`config.mk`:
```
export PLATFORM = sky130hd
export DESIGN_NAME = rectfill_engine
export DESIGN_NICKNAME = d
export VERILOG_FILES = /design/src/rtl/rf_pkg.sv /design/src/rtl/rf_decode.sv /design/src/rtl/rf_scan.sv /design/src/rtl/rf_dirty.sv /design/src/rtl/rectfill_engine.sv
export SDC_FILE = /design/constraint.sdc
export NUM_CORES = 1
export LEC_CHECK = 0
export ABC_AREA = 1
export CORE_MARGIN = 4
export CORE_UTILIZATION = 35
export DETAILED_ROUTE_END_ITERATION = 8
export DONT_BUFFER_PORTS = 1
export GPL_TIMING_DRIVEN = 0
export SYNTH_ARGS = -nofsm -noshare
export SYNTH_HDL_FRONTEND = slang
export SYNTH_SLANG_ARGS = --single-unit
```
`constraint.sdc`:
```
create_clock -name clk -period 9.5 [get_ports clk]
set_clock_uncertainty 0.05 [all_clocks]
set_input_delay 0.95 -clock clk [delete_from_list [all_inputs] [get_ports clk]]
set_output_delay 0.95 -clock clk [all_outputs]
set_load 0.02 [all_outputs]
```
`src/rtl/rf_pkg.sv`:
```
// Shared definitions for the rectangle fill engine: command code, packed
// vertex field positions, the decoded job record and the grey mapping.
// Assumes packets arrive already split into 32-bit words.
package rf_pkg;

    localparam logic [31:0] CMD_FILL = 32'h0000_0411;

    localparam int X_W   = 11;
    localparam int Y_W   = 10;
    localparam int VX_HI = 29;
    localparam int VX_LO = 19;
    localparam int VY_HI = 12;
    localparam int VY_LO = 3;

    localparam logic [7:0] SEL_BLACK = 8'd0;
    localparam logic [7:0] SEL_MID   = 8'd7;
    localparam logic [7:0] LVL_BLACK = 8'd0;
    localparam logic [7:0] LVL_MID   = 8'd192;
    localparam logic [7:0] LVL_FULL  = 8'd255;

    typedef struct packed {
        logic [X_W-1:0] x0;
        logic [X_W-1:0] xe;
        logic [Y_W-1:0] y0;
        logic [Y_W-1:0] ylast;
        logic           empty;
        logic [23:0]    pix;
    } fill_job_t;

    typedef enum logic [1:0] {
        ST_IDLE = 2'd0,
        ST_RUN  = 2'd1,
        ST_DONE = 2'd2
    } scan_state_t;

    // Map the attribute selector to one of three grey levels.
    function automatic logic [7:0] grey_level(input logic [7:0] sel);
        if (sel == SEL_BLACK)
            return LVL_BLACK;
        else if (sel == SEL_MID)
            return LVL_MID;
        else
            return LVL_FULL;
    endfunction

endpackage

```
`src/rtl/rf_decode.sv`:
```
// Combinational decode of one fill packet into a job record.
// Corrects both vertices by the line width, extracts the coordinates,
// limits the column end, stretches the row end by the rounded quarter
// width, clips the rows at the frame bottom and forms the pixel value.
// Assumes XSIZE < 2048 so that the limited column end fits in X_W bits.
module rf_decode
    import rf_pkg::*;
#(
    parameter int XSIZE = 1280,
    parameter int YSIZE = 1024
) (
    input  logic [31:0] lw_word,
    input  logic [31:0] attr_word,
    input  logic [31:0] va_word,
    input  logic [31:0] vb_word,
    input  logic        mode_24,
    output fill_job_t   job
);

    localparam logic signed [12:0] XSIZE_S = 13'(XSIZE);
    localparam logic [X_W-1:0]     XSIZE_X = X_W'(XSIZE);
    localparam logic signed [33:0] YSIZE_S = 34'(YSIZE);

    logic [31:0]        va_c;
    logic [31:0]        vb_c;
    logic [X_W-1:0]     xa;
    logic [X_W-1:0]     xb;
    logic [X_W-1:0]     x_lim;
    logic [Y_W-1:0]     ya;
    logic [Y_W-1:0]     yb;
    logic signed [12:0] span;
    logic signed [33:0] lw_ext;
    logic signed [33:0] lw_q;
    logic signed [33:0] y_end;
    logic signed [33:0] y_lim;
    logic [7:0]         grey;

    // Vertex correction and field extraction.
    always_comb begin
        va_c = va_word - lw_word;
        vb_c = vb_word - lw_word;
        xa   = va_c[VX_HI:VX_LO];
        ya   = va_c[VY_HI:VY_LO];
        xb   = vb_c[VX_HI:VX_LO];
        yb   = vb_c[VY_HI:VY_LO];
    end

    // Column limit: a span wider than the frame ends at XSIZE.
    always_comb begin
        span  = $signed({2'b00, xb}) - $signed({2'b00, xa});
        x_lim = (span > XSIZE_S) ? XSIZE_X : xb;
    end

    // Row end: second Y plus the rounded quarter width, clipped to the frame.
    always_comb begin
        lw_ext = $signed({{2{lw_word[31]}}, lw_word});
        lw_q   = (lw_ext + 34'sd1) >>> 2;
        y_end  = $signed({24'd0, yb}) + lw_q;
        y_lim  = (y_end > YSIZE_S) ? YSIZE_S : y_end;
    end

    // Job record and pixel value.
    always_comb begin
        grey      = grey_level(attr_word[23:16]);
        job.x0    = xa;
        job.xe    = x_lim;
        job.y0    = ya;
        job.ylast = Y_W'(y_lim - 34'sd1);
        job.empty = (x_lim <= xa) || (y_lim <= $signed({24'd0, ya}));
        job.pix   = mode_24 ? {grey, grey, grey} : {16'h0000, attr_word[7:0]};
    end

endmodule

```
`src/rtl/rf_scan.sv`:
```
// Rectangle walker: latches an accepted job and emits one framebuffer
// write per clock in row-major order, then a one-cycle done pulse.
// The row base is formed by one multiply at acceptance and then
// stepped by XSIZE per row. Assumes go is only raised while ready.
module rf_scan
    import rf_pkg::*;
#(
    parameter int XSIZE  = 1280,
    parameter int YSIZE  = 1024,
    parameter int ADDR_W = 21
) (
    input  logic              clk,
    input  logic              rst_n,
    input  logic              go,
    input  fill_job_t         job,
    output logic              ready,
    output logic              fb_we,
    output logic [ADDR_W-1:0] fb_addr,
    output logic [23:0]       fb_data,
    output logic              busy,
    output logic              done
);

    localparam logic [ADDR_W-1:0] ROW_STEP = ADDR_W'(XSIZE);
    localparam logic [X_W-1:0]    ONE_X    = X_W'(1);
    localparam logic [Y_W-1:0]    ONE_Y    = Y_W'(1);

    scan_state_t       state;
    logic [X_W-1:0]    cx;
    logic [X_W-1:0]    x0;
    logic [X_W-1:0]    xe;
    logic [Y_W-1:0]    cy;
    logic [Y_W-1:0]    ylast;
    logic [ADDR_W-1:0] addr;
    logic [ADDR_W-1:0] row_base;
    logic [23:0]       pix;
    logic [ADDR_W-1:0] start_base;
    logic              row_end;
    logic              frame_end;

    // Row base of the first row of a newly accepted job.
    always_comb begin
        start_base = ADDR_W'(job.y0) * ROW_STEP;
    end

    // Position tests for the current pixel.
    always_comb begin
        row_end   = (cx == xe - ONE_X);
        frame_end = row_end && (cy == ylast);
    end

    // Walker state, pixel position and address stepping.
    always_ff @(posedge clk) begin
        if (!rst_n) begin
            state    <= ST_IDLE;
            cx       <= '0;
            x0       <= '0;
            xe       <= '0;
            cy       <= '0;
            ylast    <= '0;
            addr     <= '0;
            row_base <= '0;
            pix      <= '0;
        end else if (go) begin
            x0       <= job.x0;
            xe       <= job.xe;
            ylast    <= job.ylast;
            cx       <= job.x0;
            cy       <= job.y0;
            pix      <= job.pix;
            row_base <= start_base;
            addr     <= start_base + ADDR_W'(job.x0);
            state    <= job.empty ? ST_DONE : ST_RUN;
        end else begin
            case (state)
                ST_RUN: begin
                    if (frame_end) begin
                        state <= ST_DONE;
                    end else if (row_end) begin
                        cx       <= x0;
                        cy       <= cy + ONE_Y;
                        row_base <= row_base + ROW_STEP;
                        addr     <= row_base + ROW_STEP + ADDR_W'(x0);
                    end else begin
                        cx   <= cx + ONE_X;
                        addr <= addr + ADDR_W'(1);
                    end
                end
                ST_DONE: state <= ST_IDLE;
                default: state <= ST_IDLE;
            endcase
        end
    end

    // Port view of the walker.
    always_comb begin
        ready   = (state != ST_RUN);
        busy    = (state == ST_RUN);
        done    = (state == ST_DONE);
        fb_we   = (state == ST_RUN);
        fb_addr = addr;
        fb_data = pix;
    end

    // consecutive writes move strictly forward through the frame.
    a_r7_addr_forward: assert property (@(posedge clk) disable iff (!rst_n)
        (fb_we && $past(fb_we)) |-> (fb_addr > $past(fb_addr)));

    // the write stream always ends into a done pulse.
    a_r8_done_follows: assert property (@(posedge clk) disable iff (!rst_n)
        $fell(fb_we) |-> done);

    // drawing only begins after an accepted request.
    a_r9_busy_needs_go: assert property (@(posedge clk) disable iff (!rst_n)
        $rose(busy) |-> $past(go));

    // a non-empty job taken on the done cycle writes at once.
    a_r11_no_gap: assert property (@(posedge clk) disable iff (!rst_n)
        (done && go && !job.empty) |=> fb_we);

endmodule

```
`src/rtl/rf_dirty.sv`:
```
// Dirty rectangle record: keeps the bounding box of every column span
// and row range drawn since reset. Starts as an inverted (empty) box.
// Assumes each accepted job covers a contiguous block of rows.
module rf_dirty
    import rf_pkg::*;
(
    input  logic           clk,
    input  logic           rst_n,
    input  logic           upd,
    input  fill_job_t      job,
    output logic [X_W-1:0] dx1,
    output logic [X_W-1:0] dx2,
    output logic [Y_W-1:0] dy1,
    output logic [Y_W-1:0] dy2
);

    // Widen the box to the accepted job.
    always_ff @(posedge clk) begin
        if (!rst_n) begin
            dx1 <= '1;
            dx2 <= '0;
            dy1 <= '1;
            dy2 <= '0;
        end else if (upd) begin
            if (job.x0 < dx1)    dx1 <= job.x0;
            if (job.xe > dx2)    dx2 <= job.xe;
            if (job.y0 < dy1)    dy1 <= job.y0;
            if (job.ylast > dy2) dy2 <= job.ylast;
        end
    end

    // the low edges never move up.
    a_r10_low_edges_shrink_only: assert property (@(posedge clk) disable iff (!rst_n)
        rst_n |=> (dx1 <= $past(dx1)) && (dy1 <= $past(dy1)));

    // the high edges never move down.
    a_r10_high_edges_grow_only: assert property (@(posedge clk) disable iff (!rst_n)
        rst_n |=> (dx2 >= $past(dx2)) && (dy2 >= $past(dy2)));

endmodule

```
`src/rtl/rectfill_engine.sv`:
```
// Top of the solid rectangle fill engine. Gates the start request on
// the command code and the walker being free, decodes the packet,
// drives the framebuffer write port and keeps the dirty record.
// Assumes packet words stay stable during the start cycle.
module rectfill_engine
    import rf_pkg::*;
#(
    parameter int XSIZE = 1280,
    parameter int YSIZE = 1024,
    localparam int ADDR_W = $clog2(XSIZE * YSIZE)
) (
    input  logic              clk,
    input  logic              rst_n,
    input  logic              start,
    input  logic [31:0]       pkt_cmd,
    input  logic [31:0]       pkt_lw,
    input  logic [31:0]       pkt_attr,
    input  logic [31:0]       pkt_v1,
    input  logic [31:0]       pkt_v2,
    input  logic              mode_24bpp,
    output logic              fb_we,
    output logic [ADDR_W-1:0] fb_addr,
    output logic [23:0]       fb_data,
    output logic              busy,
    output logic              done,
    output logic [10:0]       dirty_x1,
    output logic [10:0]       dirty_x2,
    output logic [9:0]        dirty_y1,
    output logic [9:0]        dirty_y2
);

    fill_job_t job;
    logic      ready;
    logic      accept;

    // Acceptance: right code, start raised, walker free.
    always_comb begin
        accept = start && (pkt_cmd == CMD_FILL) && ready;
    end

    rf_decode #(
        .XSIZE (XSIZE),
        .YSIZE (YSIZE)
    ) u_decode (
        .lw_word   (pkt_lw),
        .attr_word (pkt_attr),
        .va_word   (pkt_v1),
        .vb_word   (pkt_v2),
        .mode_24   (mode_24bpp),
        .job       (job)
    );

    rf_scan #(
        .XSIZE  (XSIZE),
        .YSIZE  (YSIZE),
        .ADDR_W (ADDR_W)
    ) u_scan (
        .clk     (clk),
        .rst_n   (rst_n),
        .go      (accept),
        .job     (job),
        .ready   (ready),
        .fb_we   (fb_we),
        .fb_addr (fb_addr),
        .fb_data (fb_data),
        .busy    (busy),
        .done    (done)
    );

    rf_dirty u_dirty (
        .clk   (clk),
        .rst_n (rst_n),
        .upd   (accept && !job.empty),
        .job   (job),
        .dx1   (dirty_x1),
        .dx2   (dirty_x2),
        .dy1   (dirty_y1),
        .dy2   (dirty_y2)
    );

    // drawing starts only after a start carrying the fill code.
    a_r1_cmd_gate: assert property (@(posedge clk) disable iff (!rst_n)
        $rose(busy) |-> $past(start && (pkt_cmd == CMD_FILL)));

    // write strobe and completion never overlap.
    a_r12_we_done_apart: assert property (@(posedge clk) disable iff (!rst_n)
        done |-> !fb_we);

endmodule

```
# --- Yosys cells after proc, flatten, opt, wreduce, memory -nomap -nowiden ---
# Index checks and enable logic that the tools add are counted.
classes:
  n_bitwise: 2
  n_eq_ne: 9
  n_mul: 1
  reduce_logical: 17
  n_addsub: 13
  mux: 25
  n_lt_le_gt_ge: 8
op_table:
  columns: ["cell", "n"]
  rows:
  - ["2-to-1 mux 21 bit", 8]
  - ["subtractor 30 bit", 2]
  - ["2-to-1 mux 11 bit", 5]
  - ["adder 21 x 11 -> 21 bit", 2]
  - ["2-to-1 mux 10 bit", 4]
  - ["greater-than comparator 34 x 12 -> 1 bit (second input constant)", 1]
  - ["less-or-equal comparator 34 x 11 -> 1 bit", 1]
  - ["2-to-1 mux 34 bit", 1]
  - ["adder 32 x 2 -> 33 bit (second input constant)", 1]
  - ["adder 11 x 31 -> 32 bit", 1]
  - ["equality test 32 x 11 -> 1 bit (second input constant)", 1]
  - ["2-to-1 mux 24 bit", 1]
  - ["adder 21 x 1 -> 21 bit (second input constant)", 1]
  - ["adder 21 x 11 -> 21 bit (second input constant)", 1]
  - ["greater-than comparator 13 x 12 -> 1 bit (second input constant)", 1]
  - ["multiplier 10 x 3 -> 13 bit (second input constant)", 1]
  - ["subtractor 11 x 11 -> 12 bit", 1]
  - ["adder 11 x 1 -> 11 bit (second input constant)", 1]
  - ["equality test 11 bit", 1]
  - ["greater-than comparator 11 bit", 1]
  - ["less-or-equal comparator 11 bit", 1]
  - ["less-than comparator 11 bit", 1]
  - ["subtractor 11 x 1 -> 11 bit (second input constant)", 1]
  - ["adder 10 x 1 -> 10 bit (second input constant)", 1]
  - ["other kinds (22)", 35]
word_totals:
  register_bits: 163
  output_inout_bits: 90

# --- Depth between registers and ports, before layout ---
# Gate-level depths: netlist (run 1).
depth:
  ltp_word: 9
  mapped_depth: 55
  depth_no_buf: 55

# --- Modules after synthesis ---
# From an unflattened synthesis (run 1), not the netlist that was laid out.
unflattened:
  cells_unflattened: 2805
  area_unflattened_um2: 17055.1
by_module_without_submodules:
  columns: ["module", "cells_per_inst", "area_each_um2", "instances", "seq_area_each_um2"]
  rows:
  - ["rf_scan", 1246, 7787.5, 1, 2262.2]
  - ["rf_decode", 1111, 6187.2, 1, 0.0]
  - ["rf_dirty", 414, 2942.8, 1, 840.8]
  - ["rectfill_engine", 34, 137.6, 1, 0.0]

# --- Worst setup path after synthesis (run 1) ---
# OpenSTA, ideal clock, no wires.
synth_timing:
  kind: "input -> register"
  from: "input pkt_lw[2]"
  to: "register u_dirty.dy1[5]"
  arrival_ns: 7.173
  t_required_ns: 9.313
  cell_stages: 50
  setup_slack_ns: 2.140
  path_cell_list: "inv_1 -> ha_1 -> a21oi_1 -> o21ai_1 -> nand2_1 -> nand2_1 -> nand2_1 -> nand2_1 -> nand2_1 -> nand2_1 -> nand2_1 -> nand2_1 -> a21oi_1 -> inv_1 -> nand2_1 -> nand2_1 -> a21oi_1 -> xor2_1 -> [... 14 more ...] -> inv_1 -> nor2_1 -> ha_1 -> inv_1 -> o31ai_1 -> a21boi_0 -> o21a_1 -> o21a_1 -> o21ai_0 -> o41ai_1 -> or2_2 -> inv_1 -> nand2_4 -> nor2_4 -> nand2_1 -> buf_6 -> nand2_1 -> o211ai_2"
synth_lines:
  columns: ["item", "line_no", "rtl"]
  rows:
  - ["start: declaration", "rectfill_engine.sv:16", "input logic [31:0] pkt_lw,"]
  - ["end signal: assignment", "rf_dirty.sv:27", "if (job.y0 < dy1) dy1 <= job.y0;"]
  - ["end: declaration", "rf_dirty.sv:13", "output logic [Y_W-1:0] dy1,"]

==> results of run 1 <==
[state kept, by name, indices dropped and copies added (netlist names)]
name / cells
u_dirty.dx1: 11
u_dirty.dx2: 11
u_dirty.dy1: 10
u_dirty.dy2: 10
u_scan.cx: 11
u_scan.cy: 10
u_scan.fb_addr: 21
u_scan.fb_data: 10
u_scan.row_base: 13
u_scan.state: 2
u_scan.x0: 11
u_scan.xe: 11
u_scan.ylast: 10
[power by group through the flow]
| stage | clock (mW) | combinational [mW] | sequential (mW) |
|---|---|---|---|
| 2_1_floorplan | 0 | 0.836 | 0.604 |
| 3_3_place_gp | 0 | 1.09 | 0.604 |
| 3_5_place_dp | 0 | 1.12 | 0.604 |
| 4_1_cts | 0.731 | 1.13 | 0.591 |
| 5_1_grt | 0.752 | 1.28 | 0.591 |
| 6_report | 0.722 | 1.14 | 0.591 |
[worst max-delay path, delay by kind of cell]
| kind | cells | cell delay, ns |
|---|---|---|
| AO/OA/AOI/OAI | 18 | 3.10 |
| XOR/XNOR | 2 | 0.58 |
| buffers and inverters | 8 | 1.00 |
| adder cells (fa/ha/maj) | 3 | 1.02 |
| AND/OR/NAND/NOR | 17 | 2.18 |
[Yosys cell counts, types with 10 or more instances]
library cell,n
nand2_2,21
a31oi_1,22
nand3_1,112
nor2_1,267
o21ai_0,164
clkbuf_1,34
a211oi_1,13
a21oi_1,188
nand4_1,44
or2_2,12
nor4_1,22
buf_4,17
nor3_1,35
o21ai_1,10
xor2_1,92
inv_1,374
ha_1,167
nand2_1,563
dfxtp_1,141
nor2_2,10
o211ai_1,24
xnor2_1,35
[layout make-up]
| cell class | count | share of cell area [%] |
|---|---|---|
| Antenna cell | 1 | 0.01475 |
| Buffer | 64 | 2.087 |
| Clock buffer | 22 | 2.913 |
| Clock inverter | 9 | 0.7818 |
| Inverter | 380 | 8.408 |
| Multi-Input combinational cell | 1907 | 64.79 |
| Sequential cell | 141 | 16.64 |
| Tap cell | 592 | 4.366 |
[repair_timing]
item	in CTS	in global routing
setup endpoints to repair	0	7
resized for setup	0	1
endpoints found under the hold margin	0	0
setup buffers	0	0
[logic make-up (layout without fill, tap and decap cells)]
family	after synthesis	after routing
other	0	1
AO/OA/AOI/OAI	478	478
AND/OR/NAND/NOR	1129	1129
buffers and inverters	444	475
adder cells (fa/ha/maj)	172	172
XOR/XNOR	128	128
flip-flops	141	141
[stage by stage]
stage                     std cells  instance area (µm²)  total power [mW]  hold slack (ns)  setup WS [ns]
after floorplan                2492                15590             1.440           0.3953          2.140
after global placement         3084                16330             1.695           0.4025         0.5555
after detailed placement       3084                16330             1.723           0.4053         0.3720
after CTS                      3115                16950             2.448           0.4146         0.8305
after global routing           3116                16960             2.626           0.4419         0.1534
final                          3116                16960             2.450           0.4176         0.9203
[final timing paths]
check | startpoint | endpoint | slack (ns) | cells after the start
max reg2reg | u_scan.xe[0]$_SDFFE_PN0P_ | u_scan.cx[6]$_SDFFE_PN0P_ | 5.52 | 20
min | u_scan.x0[3]$_SDFFE_PN0P_ | u_scan.x0[3]$_SDFFE_PN0P_ | 0.42 | 2
min reg2reg | u_scan.x0[3]$_SDFFE_PN0P_ | u_scan.x0[3]$_SDFFE_PN0P_ | 0.42 | 2
max | pkt_lw[2] | u_dirty.dy2[7]$_SDFFE_PN0P_ | 0.92 | 48
[routing by layer]
layer,vias up,wire [µm]
li1,8240,-
met1,7592,22480
met2,564,25710
met3,89,5231
met4,12,1544
met5,-,89
==> flow_summary.rst, run 1 <==
.. list-table::
   :header-rows: 1

   * - Metric
     - Value
   * - Antenna violations before repair
     - 7
   * - Critical path data required time
     - 9.78 ns
   * - Iter 0 DRT Violations
     - 992
   * - Core Footprint
     - 0.04412 mm²
   * - Number of top-level design ports
     - 254
   * - Routability cong.
     - 0.9268
   * - Post-synth EDFFs
     - 0
   * - Worst Max-Slew Pin Slew
     - 0.9602 ns
   * - Maximum number of pins on one net before global-route repair
     - 17
   * - Router iterations before antenna repair
     - 6
   * - Initial Utilization
     - 35.32%
   * - Crit end category
     - flop
   * - Cell type contributing the most total cell area after synthesis
     - dfxtp_1
   * - Switching share of power
     - 41.76%
   * - Clock root buffer
     - clkbuf_16
   * - Run status
     - finished, final reports clean
   * - DIE AREA
     - 0.04797 mm²
   * - Largest fanout of any net on the critical path
     - 10
   * - Period Utilization, post-route
     - 90.31%
   * - Synthesized Nets
     - 2828
   * - Per-instance average area after synthesis
     - 6.254 µm²
   * - Min-Delay Path Class
     - reg2reg
   * - Die W
     - 219.0 µm
   * - Adder-cell share of the synthesized area
     - 14.05%
   * - Number of filler instances in the final layout
     - 4875
   * - Most utilized layer in the global route result
     - met2
   * - Count of standard-cell rows
     - 77
   * - Maxcap violations
     - 0
   * - Cell with the biggest individual delay on the critical path
     - fa_1
   * - Htree depth
     - 4
   * - Syn Inst Count
     - 2492
   * - Count of state elements after synthesis
     - 141
   * - Longest individual stage delay on the worst path
     - 0.47 ns
   * - Seq. cell area
     - 0.002823 mm²
   * - Worst endpoint data arrival time
     - 8.86 ns
   * - Setup Crit Path Kind
     - in2reg
   * - Clock tree from TritonCTS
     - done
   * - CP Launch Type
     - primary input
   * - Dominant combinational cell family by area after synthesis
     - simple AND/OR/NAND/NOR gates
   * - P_int
     - 1.427 mW
   * - Post-synth ARST share
     - 0%
   * - Proportion of synthesized area in mux cells
     - 0%
   * - Total wire length
     - 55060 µm
   * - Final critical path time including I/O delays and setup
     - 8.580 ns
   * - Worst VDD drop
     - 0.1438 mV
   * - Unrepaired setup endpoints after global routing
     - false
   * - Global-route usage over all layers
     - 22.22%
   * - Pwr/cell area
     - 144.4 mW/mm²
   * - Final standard cell utilization of the core
     - 38.45%
   * - Compound-Gate Fraction of Synth Area
     - 17.38%
   * - Worst relative slew slack
     - 35.77%
   * - Count of buffers inserted at the top-level ports
     - 0
   * - First-pass GRT wire length
     - 84390 µm
   * - Gate power share
     - 46.4%
   * - Maximum count of clock buffers along a single path
     - 2
   * - Cells taking the most area after synthesis
     - dfxtp_1 (18%), nand2_1 (14%), ha_1 (13%), inv_1 (9.0%), nor2_1 (6.4%)
   * - Clock latency at the later pin of the worst-skew pair
     - 0.44 ns
   * - Synth warn
     - 0
   * - Grt met1 use
     - 26.32%
   * - Total area of multi-input combinational cells
     - 0.01099 mm²
   * - Routed length per instance
     - 17.67 µm
   * - Crit-path most repeated cell
     - nand2_1
   * - Average vias per placed instance
     - 5.294
   * - Number of hold-slack violations in the final timing report
     - 0
   * - Leakage power
     - 8.428 nW
   * - Most common cell after layout, fill and taps aside
     - nand2_1
   * - Leading register cell type out of synthesis
     - dfxtp_1
   * - Cts hold-fix bufs
     - 0
   * - Via count
     - 16500
   * - Proportion of synthesized chip area in sequential cells
     - 18.11%
   * - Max Slew Vio Count
     - 0
   * - Setup violations, final
     - 0
   * - Total half-perimeter wirelength after legalization and detailed placement
     - 46080 µm
   * - Area of the mapped netlist
     - 0.01559 mm²
   * - Number of remaining DRC errors
     - 0
   * - Global-route congestion overflow total
     - 0
   * - NetSw
     - 1.023 mW
   * - Total negative slack for setup checks
     - 0 ns
   * - Fmax
     - 116.6 MHz
   * - Met2 track demand over resource
     - 38.45%
   * - Distinct cell type count of the synthesized netlist
     - 59
   * - Area fraction in and, or, nand and nor cells after synthesis
     - 31.80%
   * - Worst-path clk slew
     - 0.06 ns
   * - GR Util met3
     - 6.743%
   * - CTS Buf Count
     - 17
   * - Clk pwr share
     - 29.5%
   * - Power share of the sequential group
     - 24.1%
   * - Y dimension of the die
     - 219.0 µm
   * - Synth top area share
     - 18.11%
   * - Synthesis-to-finish area growth
     - 8.839%
   * - Most used cells in the layout excluding fill and tap cells
     - nand2_1 (563), inv_1 (374), nor2_1 (267), a21oi_1 (188), ha_1 (167)
   * - Vias in the first global route
     - 15920
   * - Fraction of layout instances using a drive strength above 1
     - 5.509%
   * - Antenna Nets Post-Route
     - 0
   * - Xor-xnor portion of the synthesized cell area
     - 7.241%
   * - Final #Nets
     - 2847
   * - Clock sink count
     - 141
(Power assumes the default switching activity.)
==> inputs of run 2 (changes only) <==
--- a/config.mk
+++ b/config.mk
@@ -11,6 +11,8 @@
 export DETAILED_ROUTE_END_ITERATION = 8
 export DONT_BUFFER_PORTS = 1
 export GPL_TIMING_DRIVEN = 0
+export PLACE_DENSITY = 0.53
 export SYNTH_ARGS = -nofsm -noshare
 export SYNTH_HDL_FRONTEND = slang
+export SYNTH_HIERARCHICAL = 1
 export SYNTH_SLANG_ARGS = --single-unit
==> constraint.sdc (replaced) <==
create_clock -name clk -period 9.5 [get_ports clk]
set_clock_uncertainty 0.05 [all_clocks]
set_input_delay 1.425 -clock clk [delete_from_list [all_inputs] [get_ports clk]]
set_output_delay 1.425 -clock clk [all_outputs]
set_load 0.02 [all_outputs]
==> run 2 against run 1 <==
  * Global-route usage is 0.54 points lower
  * Clock power shrank 3.9%
  * Flip-flop and latch count up 14
  * Largest cell class unchanged
==> flow_summary.rst, run 2 <==
.. list-table::
   :header-rows: 1

   * - Metric
     - Value
   * - Run status
     - finished, final reports clean
   * - Vias in the first global route
     - 16910
   * - Setup violations, final
     - 0
   * - Antenna violations before repair
     - 0
   * - Pwr/cell area
     - 145.4 mW/mm²
   * - Distinct cell type count of the synthesized netlist
     - 58
   * - Syn Inst Count
     - 2805
   * - Final Total Pwr
     - 2.695 mW
   * - Longest individual stage delay on the worst path
     - 0.39 ns
   * - Synthesized Nets
     - 3140
   * - Setup Crit Path Kind
     - in2reg
   * - Router iterations before antenna repair
     - 5
   * - Number of cell instances on the worst register-to-register path
     - 13
   * - Worst relative slew slack
     - 12.23%
   * - Post-synth ARST share
     - 0%
   * - Buffers plus inverters on the worst setup path
     - 7
   * - Crit end category
     - flop
   * - Number of hold-slack violations in the final timing report
     - 0
   * - Critical path data required time
     - 9.76 ns
   * - Crit-path most repeated cell
     - nand2_1
   * - Iter 0 DRT Violations
     - 1029
   * - Worst VDD drop
     - 0.1003 mV
   * - Routed length per instance
     - 17.10 µm
   * - Leakage power
     - 9.201 nW
   * - Clock latency at the later pin of the worst-skew pair
     - 0.45 ns
   * - Worst Max-Slew Pin Slew
     - 1.307 ns
   * - Antenna Nets Post-Route
     - 0
   * - Count of buffers inserted at the top-level ports
     - 0
   * - CP Launch Type
     - primary input
   * - Post-synth top cells
     - nand2_1 (678), nor2_1 (365), inv_1 (359), nand3_1 (236), a21oi_1 (173)
   * - Clock tree from TritonCTS
     - done
   * - Worst hold margin
     - 0.4197 ns
   * - Count of cell instances traversed by the critical path
     - 52
   * - DIE AREA
     - 0.05232 mm²
   * - Hold-critical path depth
     - 2
   * - Core Footprint
     - 0.04795 mm²
   * - Total half-perimeter wirelength after legalization and detailed placement
     - 49260 µm
   * - Y dimension of the die
     - 228.7 µm
   * - Htree depth
     - 4
   * - First-pass GRT wire length
     - 91860 µm
   * - Cell type contributing the most total cell area after synthesis
     - dfxtp_1
   * - Synthesis-to-finish area growth
     - 8.650%
   * - Placement Cell Area
     - 0.01782 mm²
   * - Final critical path time including I/O delays and setup
     - 8.880 ns
   * - Global-route congestion overflow total
     - 0
   * - Die W
     - 228.7 µm
   * - Largest fanout of any net on the critical path
     - 10
   * - Unrepaired setup endpoints after global routing
     - false
   * - Initial Utilization
     - 35.57%
   * - Flip-flop count of the largest register, all copies and words added
     - 24
   * - Area of the mapped netlist
     - 0.01706 mm²
   * - Global-route usage over all layers
     - 21.69%
   * - Clock sink count
     - 155
   * - Final #Nets
     - 3162
   * - Via count
     - 17900
   * - Worst endpoint data arrival time
     - 9.14 ns
   * - Cells taking the most area after synthesis
     - dfxtp_1 (18%), nand2_1 (15%), ha_1 (12%), nor2_1 (8.0%), inv_1 (7.9%)
   * - Maximum count of clock buffers along a single path
     - 2
   * - CTS Buf Count
     - 17
   * - Average vias per placed instance
     - 5.181
   * - Synth warn
     - 6
   * - Setup slack after placement
     - -1.019 ns
   * - Proportion of synthesized chip area in sequential cells
     - 18.19%
   * - Synth top area share
     - 18.19%
   * - Count of standard-cell rows
     - 80
   * - Maximum number of pins on one net before global-route repair
     - 18
   * - Number of remaining DRC errors
     - 0
   * - Clock root buffer
     - clkbuf_16
   * - Fraction of layout instances using a drive strength above 1
     - 8.627%
   * - Maxcap violations
     - 0
   * - Cell with the biggest individual delay on the critical path
     - ha_1
   * - Number of top-level design ports
     - 254
   * - Max Slew Vio Count
     - 0
   * - Most common cell after layout, fill and taps aside
     - nand2_1
   * - Leading cell type by number of instances after synthesis
     - nand2_1
   * - Most used cells in the layout excluding fill and tap cells
     - nand2_1 (677), nor2_1 (365), inv_1 (359), nand3_1 (235), a21oi_1 (171)
   * - Worst path top cell family by delay
     - simple AND/OR/NAND/NOR gates
   * - Cell area after layout
     - 0.01853 mm²
   * - Min-Delay Path Class
     - reg2reg
   * - Number of antenna cells inserted
     - 0
   * - Leading register cell type out of synthesis
     - dfxtp_1
   * - Per-instance average area after synthesis
     - 6.080 µm²
   * - Worst-path clk slew
     - 0.08 ns
   * - Routability cong.
     - 0.9149
   * - Fmax
     - 112.6 MHz
   * - Total wire length
     - 59070 µm
   * - Post-synth EDFFs
     - 0
   * - Count of state elements after synthesis
     - 155
   * - Worst Slack Setup Final
     - 0.6201 ns
   * - Period Utilization, post-route
     - 93.47%
## run 2: cell types whose count changed after synthesis, sizes merged, moves of 15 or more
| cell | change |
|---|---|
| a21oi | -15 |
| a31oi | -17 |
| buf | +21 |
| nand2 | +129 |
| nand3 | +141 |
| nor2 | +131 |
| o211ai | -24 |
## run 2: worst paths after layout
kind	startpoint	to	slack, ns
max reg2reg	u_scan/state[1]$_SDFFE_PN0P_	u_scan/x0[8]$_SDFFE_PN0P_	6.01
max	pkt_lw[2]	u_dirty/dx1[0]$_SDFFE_PN1P_	0.62
min	u_scan/x0[2]$_SDFFE_PN0P_	u_scan/x0[2]$_SDFFE_PN0P_	0.42
min reg2reg	u_scan/x0[2]$_SDFFE_PN0P_	u_scan/x0[2]$_SDFFE_PN0P_	0.42
## run 2: cells by family after synthesis
logic type / Yosys count / synth area share (%)
buffers and inverters: 470 / 11.55
AO/OA/AOI/OAI: 393 / 12.50
adder cells (fa/ha/maj): 171 / 12.77
XOR/XNOR: 117 / 6.008
AND/OR/NAND/NOR: 1499 / 38.98
flip-flops: 155 / 18.19
## run 2: power breakdown
group	leakage (nW)	switching (mW)	total (mW)	internal [mW]
sequential	1.25	0.000000000463	0.649	0.649
clock	0.280	0.336	0.694	0.357
combinational	7.67	0.901	1.35	0.451
## run 2: layout make-up
class	instances	area [µm²]
Buffer	92	548.0
Clock buffer	18	439.2
Clock inverter	14	151.4
Fill cell	5264	29420
Inverter	378	1421
Multi-Input combinational cell	2180	12080
Sequential cell	155	3103
Tap cell	615	769.5
Timing Repair Buffer	3	22.52
## run 2: metrics by stage
step           instances  setup TNS [ns]  utilization [%]
2_1_floorplan       2805               0                -
3_3_place_gp        3420          -27.19            37.18
3_5_place_dp        3420          -35.67            37.18
4_1_cts             3452               0            38.47
5_1_grt             3455               0            38.65
6_report            3455               0            38.65
## run 2: worst reg2reg max path, delay by kind of cell (launching register included)
family          cells  cell delay [ns]
compound gates      1             0.14
buf+inv             6             2.29
simple gates        6             0.61
flops               1             0.34
## run 2: what timing repair did
item,4_1_cts,5_1_grt
hold buffers,0,0
setup endpoints to repair,42,42
setup buffers,0,3
pin swaps,1,1
resized for setup,8,16
## run 2: layer usage
| metal | part of all wire [%] | track usage (%) | wire length [µm] |
|---|---|---|---|
| met5 | 0 | 0 | 0 |
| met4 | 2.4 | 5.970 | 1446 |
| met3 | 7.1 | 5.247 | 4190 |
| met2 | 46 | 36.23 | 26940 |
| met1 | 45 | 27.94 | 26490 |
